===== src/rtl/eirq_pkg.sv =====
// Package: field positions, reset value and write masks shared by the
// interrupt controller modules.
package eirq_pkg;
    localparam int CTL_W     = 16;
    localparam int PRIO_W    = 3;
    localparam int BIT_MASK  = 3;
    localparam int BIT_LVL   = 4;
    localparam int BIT_CAS   = 5;
    localparam int BIT_SFNM  = 6;
    localparam logic [CTL_W-1:0] CTL_RESET   = 16'h000F;
    localparam logic [CTL_W-1:0] WMASK_CAS   = 16'h007F;
    localparam logic [CTL_W-1:0] WMASK_PLAIN = 16'h001F;

    // Writable-bit mask for a channel: cascade-capable channels keep two more bits.
    function automatic logic [CTL_W-1:0] wr_mask(input bit cas_capable);
        return cas_capable ? WMASK_CAS : WMASK_PLAIN;
    endfunction
endpackage


===== src/rtl/eirq_in_chan.sv =====
// Module: eirq_in_chan
// Synchronizes one asynchronous interrupt pin with two flops, detects rising
// edges and keeps an edge request pending until cleared. In level mode the
// request is the synchronized level and no edge is held.
// Assumes clr_i is a single-cycle pulse from the acknowledge logic.
module eirq_in_chan (
    input  logic clk,
    input  logic rst_n,
    input  logic pin_i,
    input  logic level_mode_i,
    input  logic clr_i,
    output logic req_o
);
    logic sync1_q;
    logic sync2_q;
    logic prev_q;
    logic pend_q;
    logic rise;

    assign rise = sync2_q & ~prev_q;

    // Two-flop synchronizer plus a delay flop for edge detection.
    always_ff @(posedge clk) begin
        if (!rst_n) begin
            sync1_q <= 1'b0;
            sync2_q <= 1'b0;
            prev_q  <= 1'b0;
        end else begin
            sync1_q <= pin_i;
            sync2_q <= sync1_q;
            prev_q  <= sync2_q;
        end
    end

    // Edge request flag: a new edge wins over a clear; level mode empties it.
    always_ff @(posedge clk) begin
        if (!rst_n) begin
            pend_q <= 1'b0;
        end else if (!level_mode_i && rise) begin
            pend_q <= 1'b1;
        end else if (level_mode_i || clr_i) begin
            pend_q <= 1'b0;
        end
    end

    // Selected request source.
    always_comb begin
        req_o = level_mode_i ? sync2_q : pend_q;
    end
endmodule


===== src/rtl/eirq_cfg_regs.sv =====
// Module: eirq_cfg_regs
// Holds one control register per channel. Reserved bits are forced to zero.
// Provides a combinational read mux and decodes end-of-interrupt writes.
// Assumes channels below NUM_CAS have the cascade and nested bits.
module eirq_cfg_regs
    import eirq_pkg::*;
#(
    parameter int NUM_CH  = 4,
    parameter int NUM_CAS = 2,
    parameter int ADDR_W  = 3,
    parameter int IDX_W   = 2
) (
    input  logic                     clk,
    input  logic                     rst_n,
    input  logic                     we_i,
    input  logic [ADDR_W-1:0]        addr_i,
    input  logic [CTL_W-1:0]         wdata_i,
    output logic [CTL_W-1:0]         rdata_o,
    output logic [NUM_CH-1:0][PRIO_W-1:0] prio_o,
    output logic [NUM_CH-1:0]        mask_o,
    output logic [NUM_CH-1:0]        level_o,
    output logic [NUM_CAS-1:0]       casc_o,
    output logic [NUM_CAS-1:0]       sfnm_o,
    output logic                     eoi_o,
    output logic [IDX_W-1:0]         eoi_idx_o
);
    localparam logic [ADDR_W-1:0] EOI_ADDR = ADDR_W'(NUM_CH);

    logic [NUM_CH-1:0][CTL_W-1:0] ctl_q;

    for (genvar g = 0; g < NUM_CH; g++) begin : g_ctl
        localparam logic [CTL_W-1:0] WM = wr_mask(g < NUM_CAS);

        // Control register of channel g with reserved bits held at zero.
        always_ff @(posedge clk) begin
            if (!rst_n) begin
                ctl_q[g] <= CTL_RESET;
            end else if (we_i && addr_i == ADDR_W'(g)) begin
                ctl_q[g] <= wdata_i & WM;
            end
        end

        assign prio_o[g]  = ctl_q[g][PRIO_W-1:0];
        assign mask_o[g]  = ctl_q[g][BIT_MASK];
        assign level_o[g] = ctl_q[g][BIT_LVL];

        if (g < NUM_CAS) begin : g_cas
            assign casc_o[g] = ctl_q[g][BIT_CAS];
            assign sfnm_o[g] = ctl_q[g][BIT_SFNM];
        end
    end

    // Read mux: unmapped addresses return zero.
    always_comb begin
        rdata_o = '0;
        for (int i = 0; i < NUM_CH; i++) begin
            if (addr_i == ADDR_W'(i)) begin
                rdata_o = ctl_q[i];
            end
        end
    end

    // End-of-interrupt decode: the input number is in the low data bits.
    always_comb begin
        eoi_o     = we_i && (addr_i == EOI_ADDR);
        eoi_idx_o = wdata_i[IDX_W-1:0];
    end
endmodule


===== src/rtl/eirq_arbiter.sv =====
// Module: eirq_arbiter
// Filters requests by mask, cascade ownership and in-service blocking, then
// picks the smallest priority value, breaking ties toward the lower index.
// Purely combinational; assumes in-service flags come from registered state.
module eirq_arbiter #(
    parameter int NUM_CH = 4,
    parameter int PRIO_W = 3,
    parameter int IDX_W  = 2
) (
    input  logic [NUM_CH-1:0]             req_i,
    input  logic [NUM_CH-1:0]             mask_i,
    input  logic [NUM_CH-1:0]             suppress_i,
    input  logic [NUM_CH-1:0]             reenter_i,
    input  logic [NUM_CH-1:0]             isr_i,
    input  logic [NUM_CH-1:0][PRIO_W-1:0] prio_i,
    output logic                          any_o,
    output logic [IDX_W-1:0]              win_o
);
    logic [NUM_CH-1:0] blocked;
    logic [NUM_CH-1:0] elig;
    logic [PRIO_W-1:0] best;

    // In-service blocking: an equal or more urgent service holds a request back.
    always_comb begin
        for (int i = 0; i < NUM_CH; i++) begin
            blocked[i] = 1'b0;
            for (int j = 0; j < NUM_CH; j++) begin
                if (isr_i[j] && (prio_i[j] <= prio_i[i]) && !(j == i && reenter_i[i])) begin
                    blocked[i] = 1'b1;
                end
            end
        end
    end

    // Eligible requests after masking, cascade ownership and blocking.
    always_comb begin
        elig = req_i & ~mask_i & ~suppress_i & ~blocked;
    end

    // Winner search: a strict compare keeps the lower index on ties.
    always_comb begin
        any_o = 1'b0;
        win_o = '0;
        best  = '1;
        for (int i = 0; i < NUM_CH; i++) begin
            if (elig[i] && (!any_o || prio_i[i] < best)) begin
                any_o = 1'b1;
                win_o = IDX_W'(i);
                best  = prio_i[i];
            end
        end
    end
endmodule


===== src/rtl/eirq_ctrl.sv =====
// Module: eirq_ctrl (top)
// External interrupt controller: per-channel capture, configuration
// registers, priority arbitration, in-service tracking and cascade
// acknowledge strobes. Assumes inta_i is a one-cycle pulse and that the
// upper half of the channels serve as strobe pins for the lower half.
module eirq_ctrl
    import eirq_pkg::*;
#(
    parameter int          NUM_CH    = 4,
    parameter int          ADDR_W    = 3,
    parameter logic [7:0]  TYPE_BASE = 8'h0C,
    localparam int         NUM_CAS   = NUM_CH / 2,
    localparam int         IDX_W     = $clog2(NUM_CH)
) (
    input  logic               clk,
    input  logic               rst_n,
    input  logic [NUM_CH-1:0]  ext_irq_i,
    input  logic               reg_we_i,
    input  logic [ADDR_W-1:0]  reg_addr_i,
    input  logic [CTL_W-1:0]   reg_wdata_i,
    output logic [CTL_W-1:0]   reg_rdata_o,
    input  logic               inta_i,
    output logic               irq_o,
    output logic [7:0]         irq_type_o,
    output logic [NUM_CAS-1:0] cas_ack_o,
    output logic [NUM_CAS-1:0] cas_ack_en_o
);
    logic [NUM_CH-1:0][PRIO_W-1:0] prio;
    logic [NUM_CH-1:0]  mask;
    logic [NUM_CH-1:0]  level;
    logic [NUM_CAS-1:0] casc;
    logic [NUM_CAS-1:0] sfnm;
    logic               eoi;
    logic [IDX_W-1:0]   eoi_idx;
    logic [NUM_CH-1:0]  req;
    logic [NUM_CH-1:0]  clr;
    logic [NUM_CH-1:0]  suppress;
    logic [NUM_CH-1:0]  reenter;
    logic [NUM_CH-1:0]  isr_q;
    logic [NUM_CAS-1:0] cas_q;
    logic               any;
    logic [IDX_W-1:0]   win;
    logic               take;

    eirq_cfg_regs #(
        .NUM_CH (NUM_CH),
        .NUM_CAS(NUM_CAS),
        .ADDR_W (ADDR_W),
        .IDX_W  (IDX_W)
    ) u_regs (
        .clk      (clk),
        .rst_n    (rst_n),
        .we_i     (reg_we_i),
        .addr_i   (reg_addr_i),
        .wdata_i  (reg_wdata_i),
        .rdata_o  (reg_rdata_o),
        .prio_o   (prio),
        .mask_o   (mask),
        .level_o  (level),
        .casc_o   (casc),
        .sfnm_o   (sfnm),
        .eoi_o    (eoi),
        .eoi_idx_o(eoi_idx)
    );

    for (genvar g = 0; g < NUM_CH; g++) begin : g_chan
        eirq_in_chan u_chan (
            .clk         (clk),
            .rst_n       (rst_n),
            .pin_i       (ext_irq_i[g]),
            .level_mode_i(level[g]),
            .clr_i       (clr[g]),
            .req_o       (req[g])
        );

        // Acknowledge decode for channel g.
        assign clr[g] = take && (win == IDX_W'(g));

        if (g < NUM_CAS) begin : g_lo
            assign suppress[g] = 1'b0;
            assign reenter[g]  = sfnm[g];
        end else begin : g_hi
            assign suppress[g] = casc[g-NUM_CAS];
            assign reenter[g]  = 1'b0;
        end
    end

    eirq_arbiter #(
        .NUM_CH(NUM_CH),
        .PRIO_W(PRIO_W),
        .IDX_W (IDX_W)
    ) u_arb (
        .req_i     (req),
        .mask_i    (mask),
        .suppress_i(suppress),
        .reenter_i (reenter),
        .isr_i     (isr_q),
        .prio_i    (prio),
        .any_o     (any),
        .win_o     (win)
    );

    // An acknowledge counts only when a request is being presented.
    always_comb begin
        take = inta_i && any;
    end

    // In-service flags: an acknowledge sets one, an end-of-interrupt clears one.
    always_ff @(posedge clk) begin
        if (!rst_n) begin
            isr_q <= '0;
        end else begin
            for (int i = 0; i < NUM_CH; i++) begin
                if (clr[i]) begin
                    isr_q[i] <= 1'b1;
                end else if (eoi && eoi_idx == IDX_W'(i)) begin
                    isr_q[i] <= 1'b0;
                end
            end
        end
    end

    // Cascade strobes: one cycle after an acknowledge of a cascaded channel.
    always_ff @(posedge clk) begin
        if (!rst_n) begin
            cas_q <= '0;
        end else begin
            cas_q <= clr[NUM_CAS-1:0] & casc;
        end
    end

    // Processor-facing outputs.
    always_comb begin
        irq_o        = any;
        irq_type_o   = TYPE_BASE + 8'(win);
        cas_ack_o    = cas_q;
        cas_ack_en_o = casc;
    end
endmodule


===== config.mk =====
export PLATFORM = sky130hd
export DESIGN_NAME = eirq_ctrl
export DESIGN_NICKNAME = d
export VERILOG_FILES = /design/src/rtl/eirq_pkg.sv /design/src/rtl/eirq_in_chan.sv /design/src/rtl/eirq_cfg_regs.sv /design/src/rtl/eirq_arbiter.sv /design/src/rtl/eirq_ctrl.sv
export SDC_FILE = /design/constraint.sdc
export NUM_CORES = 1
export LEC_CHECK = 0
export BUFFER_PORTS_ARGS = -buffer_cell sky130_fd_sc_hd__buf_2
export CAP_MARGIN = 20
export CORE_ASPECT_RATIO = 1.25
export CORE_MARGIN = 3
export CORE_UTILIZATION = 50
export CTS_BUF_LIST = sky130_fd_sc_hd__clkbuf_4
export DETAILED_ROUTE_END_ITERATION = 16
export HOLD_SLACK_MARGIN = 0.1
export PLACE_DENSITY = 0.7
export SLEW_MARGIN = 10
export SYNTH_ARGS = -nofsm -noshare
export SYNTH_HDL_FRONTEND = slang
export SYNTH_SLANG_ARGS = --single-unit

===== constraint.sdc =====
create_clock -name clk -period 17.7 [get_ports clk]
set_input_delay 1.77 -clock clk [delete_from_list [all_inputs] [get_ports clk]]
set_output_delay 1.77 -clock clk [all_outputs]
set_load 0.02 [all_outputs]

# == Word level (Yosys, flattened, before mapping) ==
# Cells that the tools add are included.
# word_totals
ff_bits,46
latch_bits,0
mem_bits_rw,0
rom_bits,0
n_memories,0
# classes
add_sub_neg,1
multipliers,0
div,0
magnitude_cmp,19
n_eq_ne,10
shifts,0
muxes,50
n_bitwise,15
reduce_logical,66
# ops
operator,count
3-bit <= comparator,16
1-bit two-way mux,41
1-bit logical AND,39
7-bit two-way mux,4
2-bit nonzero test,8
4-bit AND,3
4-bit inverter,3
1-bit logical NOT,9
3-bit < comparator,3
3-bit two-way mux,3
2-bit == test (second input constant),4
1-bit logical OR,7
3-bit by 2-bit == test with 1-bit output (second input constant),2
4-bit by 2-bit adder with 5-bit output (first input constant),1
1-bit AND,4
2-bit by 1-bit == test with 1-bit output (second input constant),2
2-bit logical NOT,2
2-bit two-way mux,2
1-bit inverter,4
3-bit by 1-bit == test with 1-bit output (second input constant),1
3-bit == test (second input constant),1
3-bit logical NOT,1
2-bit AND,1

# == Logic depth before layout (Yosys ltp) ==
# depth
ltp_word,27
ltp_mapped,26
depth_no_buf,25

# == Modules after synthesis ==
# A second synthesis with hierarchy kept.
# hier_totals
hier_cells,343
area_unflattened_um2,3144.3
# modules_own_cells
module,n_inst,cells_per_inst,area_each_um2,seq_area_each_um2
eirq_cfg_regs,1,126,1290.0,480.5
eirq_arbiter,1,134,985.9,0.0
eirq_in_chan,4,12,137.6,80.1
eirq_ctrl,1,35,317.8,120.1

# == Least setup slack after synthesis ==
# OpenSTA, ideal clock, no wires.
# synth_timing
path_type,reg-to-output
startpoint,reg u_regs.ctl_q (netlist bit u_regs.prio_o[1])
endpoint,out irq_type_o[1]
arrival_ns,5.358
setup_slack_ns,10.572
stages_incl_launch_ff,26
path_cell_list,dfxtp_1 > inv_1 > ha_1 > nand3_1 > o21ai_0 > a22o_2 > nor4_1 > ha_1 > a21o_1 > nand4_1 > and2_1 > clkbuf_1 > mux2_2 > ha_1 > a21o_1 > a21o_1 > o21ai_0 > a22oi_2 > mux2_2 > ha_1 > a211oi_1 > inv_1 > a211oi_1 > nor2_1 > o21a_1 > nand2_1
# synth_via
elab_chain_cells,23
word_cells_on_any_way,55
cone_classes,add/sub (1); order compare (10); mux (25); bitwise (2); reduce/logical (17)
# synth_rtl
item,line,text
"start, declared",eirq_cfg_regs.sv:29,logic [NUM_CH-1:0][CTL_W-1:0] ctl_q;
"start signal, assigned by index",eirq_cfg_regs.sv:39,ctl_q[g] <= wdata_i & WM;
3-bit <= comparator,eirq_arbiter.sv:28,if (isr_i[j] && (prio_i[j] <= prio_i[i]) && !(j == i && reenter_i[i])) begin
1-bit logical AND (2 in series),eirq_arbiter.sv:28,
1-bit two-way mux (4 in series),eirq_arbiter.sv:28,
4-bit inverter,eirq_arbiter.sv:37,elig = req_i & ~mask_i & ~suppress_i & ~blocked;
4-bit AND,eirq_arbiter.sv:37,
3-bit two-way mux / 1-bit two-way mux (equally long branches),eirq_arbiter.sv:46,if (elig[i] && (!any_o || prio_i[i] < best)) begin
3-bit < comparator / 1-bit logical NOT (equally long branches),eirq_arbiter.sv:46,
1-bit logical OR,eirq_arbiter.sv:46,
[3 not listed],-,
1-bit logical OR,eirq_arbiter.sv:46,
1-bit logical AND,eirq_arbiter.sv:46,
3-bit two-way mux / 1-bit two-way mux (equally long branches),eirq_arbiter.sv:46,
3-bit < comparator / 1-bit logical NOT (equally long branches),eirq_arbiter.sv:46,
1-bit logical OR,eirq_arbiter.sv:46,
1-bit logical AND,eirq_arbiter.sv:46,
2-bit two-way mux *,eirq_arbiter.sv:46,
4-bit by 2-bit adder with 5-bit output *,eirq_ctrl.sv:135,irq_type_o = TYPE_BASE + 8'(win);
"end, declared",eirq_ctrl.sv:24,"output logic [7:0] irq_type_o,"
# Every way passes the cells marked *; elsewhere a longest branch is shown, timed or not.

# == Worst setup path in the final report ==
# layout_timing
startpoint,reg u_regs.ctl_q (netlist bit u_regs.prio_o[2])
endpoint,out irq_type_o[1]
# The elaborated chain is that of the path after synthesis.

==> results.yml <==
run_status:
  status: "completed"
routing:
  drc_errors: 0
  drt-total-wl_um: 7540
  vias: 2585
  ant_nets: 0
  drt_iter0_drc: 127
  avgRoutedWirePerCell_um: 17.1
  viasPerCell: 5.86
  dr.pass1.iters: 5
logic_synthesis:
  syn_avg_cell_area_um2: 8.57
  syn_inst: 348
  synth_flop_cell: "dfxtp_1"
  async_reset_ff_frac: 0
  yosysSeqAreaShare: 0.309
  synthDistinctLibCells: 54
  synth_edf_count: 0
  synth-seq-cells: 46
  yosysWarningCount: 0
  netlist_area_um2: 2980
grt:
  antenna_found_initial: 0
  grt_pass1_vias: 2409
  grt_max_degree: 49
  grt_pass1_wl_um: 12000
  grt_usage: 0.227
  overflow: 0
critical_path:
  endpoint_kind: "primary output"
  start_kind: "register"
  worstPathArrival_ns: 6.61
  path_class: "reg -> out"
  crit_fanout: 7
  r2r_cells: 24
  crit_required_ns: 15.93
cts:
  cts.sinks: 46
  ctsResizeCount: 0
  cts-root-buf: "clkbuf_4"
  htree_levels: 2
  post-cts-setup-buffers: 0
  cts_tree: "yes"
  clk_pin_slew_ns: 0.14
  insertion_delay_ns: 0.37
  hold_buffers: 0
  clock_path_buffers: 2
  cts_inserted_buffers: 5
final_layout:
  fin_area_um2: 3180
  nets: 426
  drive_gt1_frac: 0.146
  nFillCells: 524
  final_util: 0.568
  syn2layout_area_growth_pct: 6.54
  final_cells: 441
  seqCellArea_um2: 921
  antennaDiodeCount: 0
  multiInputGateArea_um2: 1880
worst_hold_path:
  worstHoldPathCells: 1
  min_path_type: "reg -> reg"
placed_design:
  gp_congestion: 0.911
  dpl_cell_area_um2: 3110
  hpwl_um: 5830
  port_buffers: 31
  dp.cells: 431
sta:
  slew_violations: 0
  finalCritPeriodShare: 0.473
  maxSlewHeadroom: 0.511
  min_period_ns: 8.38
  hold_viol: 0
  finalSetupTns_ns: 0
  max_freq_mhz: 119
  rsz0062_at_grt: "false"
  setup_viol: 0
  fin_worst_skew_ns: 0.0232
  tightest_slew_ns: 0.733
floorplanning:
  start_util: 0.533
  die_h_um: 92.4
  ios: 56
  dieWidth_um: 75.1
  die-area_um2: 6930
  core_um2: 5590
  rows: 30
power:
  cellPowerDensity_nw_per_um2: 60.0
  fin_total_pwr_w: 0.000191
  p_leak_nw: 1.36
  vdd_drop_max_mv: 0.0488
run:
  cap_violations: 0
[metrics by stage]
step	worst slack (ns)	hold slack, ns
2_1_floorplan	10.57	0.412
3_5_place_dp	9.85	0.422
5_1_grt	8.80	0.469
4_1_cts	9.42	0.453
6_report	9.32	0.448
3_3_place_gp	9.89	0.415
[cell type report]
| class | instances | share of cell area |
|---|---|---|
| repair buffers | 33 | 0.0520 |
| inverters | 20 | 0.0236 |
| flip-flops and latches | 46 | 0.290 |
| clock buffers | 6 | 0.0142 |
| multi-input cells | 270 | 0.591 |
| clock inverters | 2 | 0.00433 |
| well taps | 64 | 0.0252 |
[power by group]
group          internal [W]  leakage (nW)   total, W  switching (W)
Clock             0.0000172        0.0356  0.0000515      0.0000343
Combinational     0.0000116         0.944  0.0000296      0.0000180
Sequential         0.000107         0.375   0.000110     0.00000305
[path summary, 6_finish.rpt]
check                                               from                        to  slack, ns
worst max register to register          u_regs.prio_o[2]   g_chan[1].u_chan.pend_q      11.40
worst min register to register  g_chan[2].u_chan.sync1_q  g_chan[2].u_chan.sync2_q       0.45
worst max-delay path                    u_regs.prio_o[2]             irq_type_o[1]       9.32
worst min-delay path            g_chan[2].u_chan.sync1_q  g_chan[2].u_chan.sync2_q       0.45
[layer usage]
layer	wire length, µm	vias to the layer above	part of all wire	GRT usage
li1	-	1274	-	-
met1	3190	1217	0.42	0.297
met2	3770	73	0.50	0.364
met3	319	21	0.042	0.0347
met4	250	0	0.033	0.0994
met5	0	-	0	0
[worst max-delay path, cell delays in order, from the launching register on]
cell and delay (ns):
dfxtp_1 0.46, inv_1 0.14, ha_1 0.34, nand3_1 0.08
o21ai_0 0.12, a22o_2 0.29, nor4_1 0.28, ha_1 0.31
a21o_1 0.17, nand4_1 0.11, and2_1 0.34, mux2_2 0.40
ha_1 0.29, a21o_1 0.18, a21o_1 0.09, o21ai_0 0.14
a22oi_2 0.41, mux2_2 0.38, ha_1 0.29, a211oi_1 0.38
inv_1 0.07, a211oi_1 0.39, nor2_1 0.12, o21a_1 0.22
nand2_1 0.07, buf_2 0.16
[flip-flops by register name (all words and copies together) (netlist names)]
register and count:
u_regs.sfnm_o 2, u_regs.mask_o 4, isr_q 4, u_regs.level_o 4
u_regs.prio_o 12, g_chan.u_chan.prev_q 4, u_regs.casc_o 2, g_chan.u_chan.sync2_q 4
g_chan.u_chan.sync1_q 4, g_chan.u_chan.pend_q 4, cas_ack_o 2
[cell families (layout without fill, tap and decap cells)]
logic type | Yosys count | in the layout | share of synthesized area
flip-flops | 46 | 46 | 0.309
multiplexers | 19 | 19 | 0.0864
adder cells (fa/ha/maj) | 24 | 24 | 0.0998
AO/OA/AOI/OAI | 76 | 76 | 0.175
other | 2 | 15 | 0.00252
buffers and inverters | 45 | 61 | 0.0780
AND/OR/NAND/NOR | 136 | 136 | 0.249
[cells in the final DEF (no fill, tap or decap), types with 10 or more instances in the layout]
| cell type | count |
|---|---|
| o21ai_0 | 21 |
| ha_1 | 23 |
| nand2_1 | 39 |
| conb_1 | 15 |
| nor2_1 | 14 |
| nand2b_1 | 15 |
| o211ai_1 | 13 |
| nand3_1 | 10 |
| buf_2 | 32 |
| and2_1 | 14 |
| inv_1 | 20 |
| mux2i_1 | 10 |
| dfxtp_1 | 46 |
[Yosys cell counts, types with 3 or more instances]
| library cell | count | area [µm²] |
|---|---|---|
| o21ai_0 | 21 | 105 |
| a21oi_1 | 6 | 30.0 |
| nand4_1 | 5 | 31.3 |
| nand3_1 | 10 | 50.1 |
| clkbuf_1 | 8 | 30.0 |
| a21boi_0 | 9 | 67.6 |
| inv_1 | 20 | 75.1 |
| mux2i_1 | 10 | 100 |
| a21o_1 | 5 | 37.5 |
| o21a_1 | 3 | 22.5 |
| a211oi_1 | 4 | 30.0 |
| nand2b_1 | 15 | 93.8 |
| dfxtp_1 | 46 | 921 |
| mux2_2 | 4 | 45.0 |
| nor3_1 | 9 | 45.0 |
| ha_1 | 23 | 288 |
| nor2b_1 | 9 | 56.3 |
| nand3b_1 | 3 | 22.5 |
| mux4_2 | 5 | 113 |
| o211ai_1 | 13 | 97.6 |
| buf_4 | 15 | 113 |
| nor2_1 | 14 | 52.6 |
| and2_1 | 14 | 87.6 |
| or3_1 | 3 | 18.8 |
| and3_1 | 3 | 18.8 |
| nand2_1 | 39 | 146 |
No activity file was read; power rests on OpenSTA's default activity.
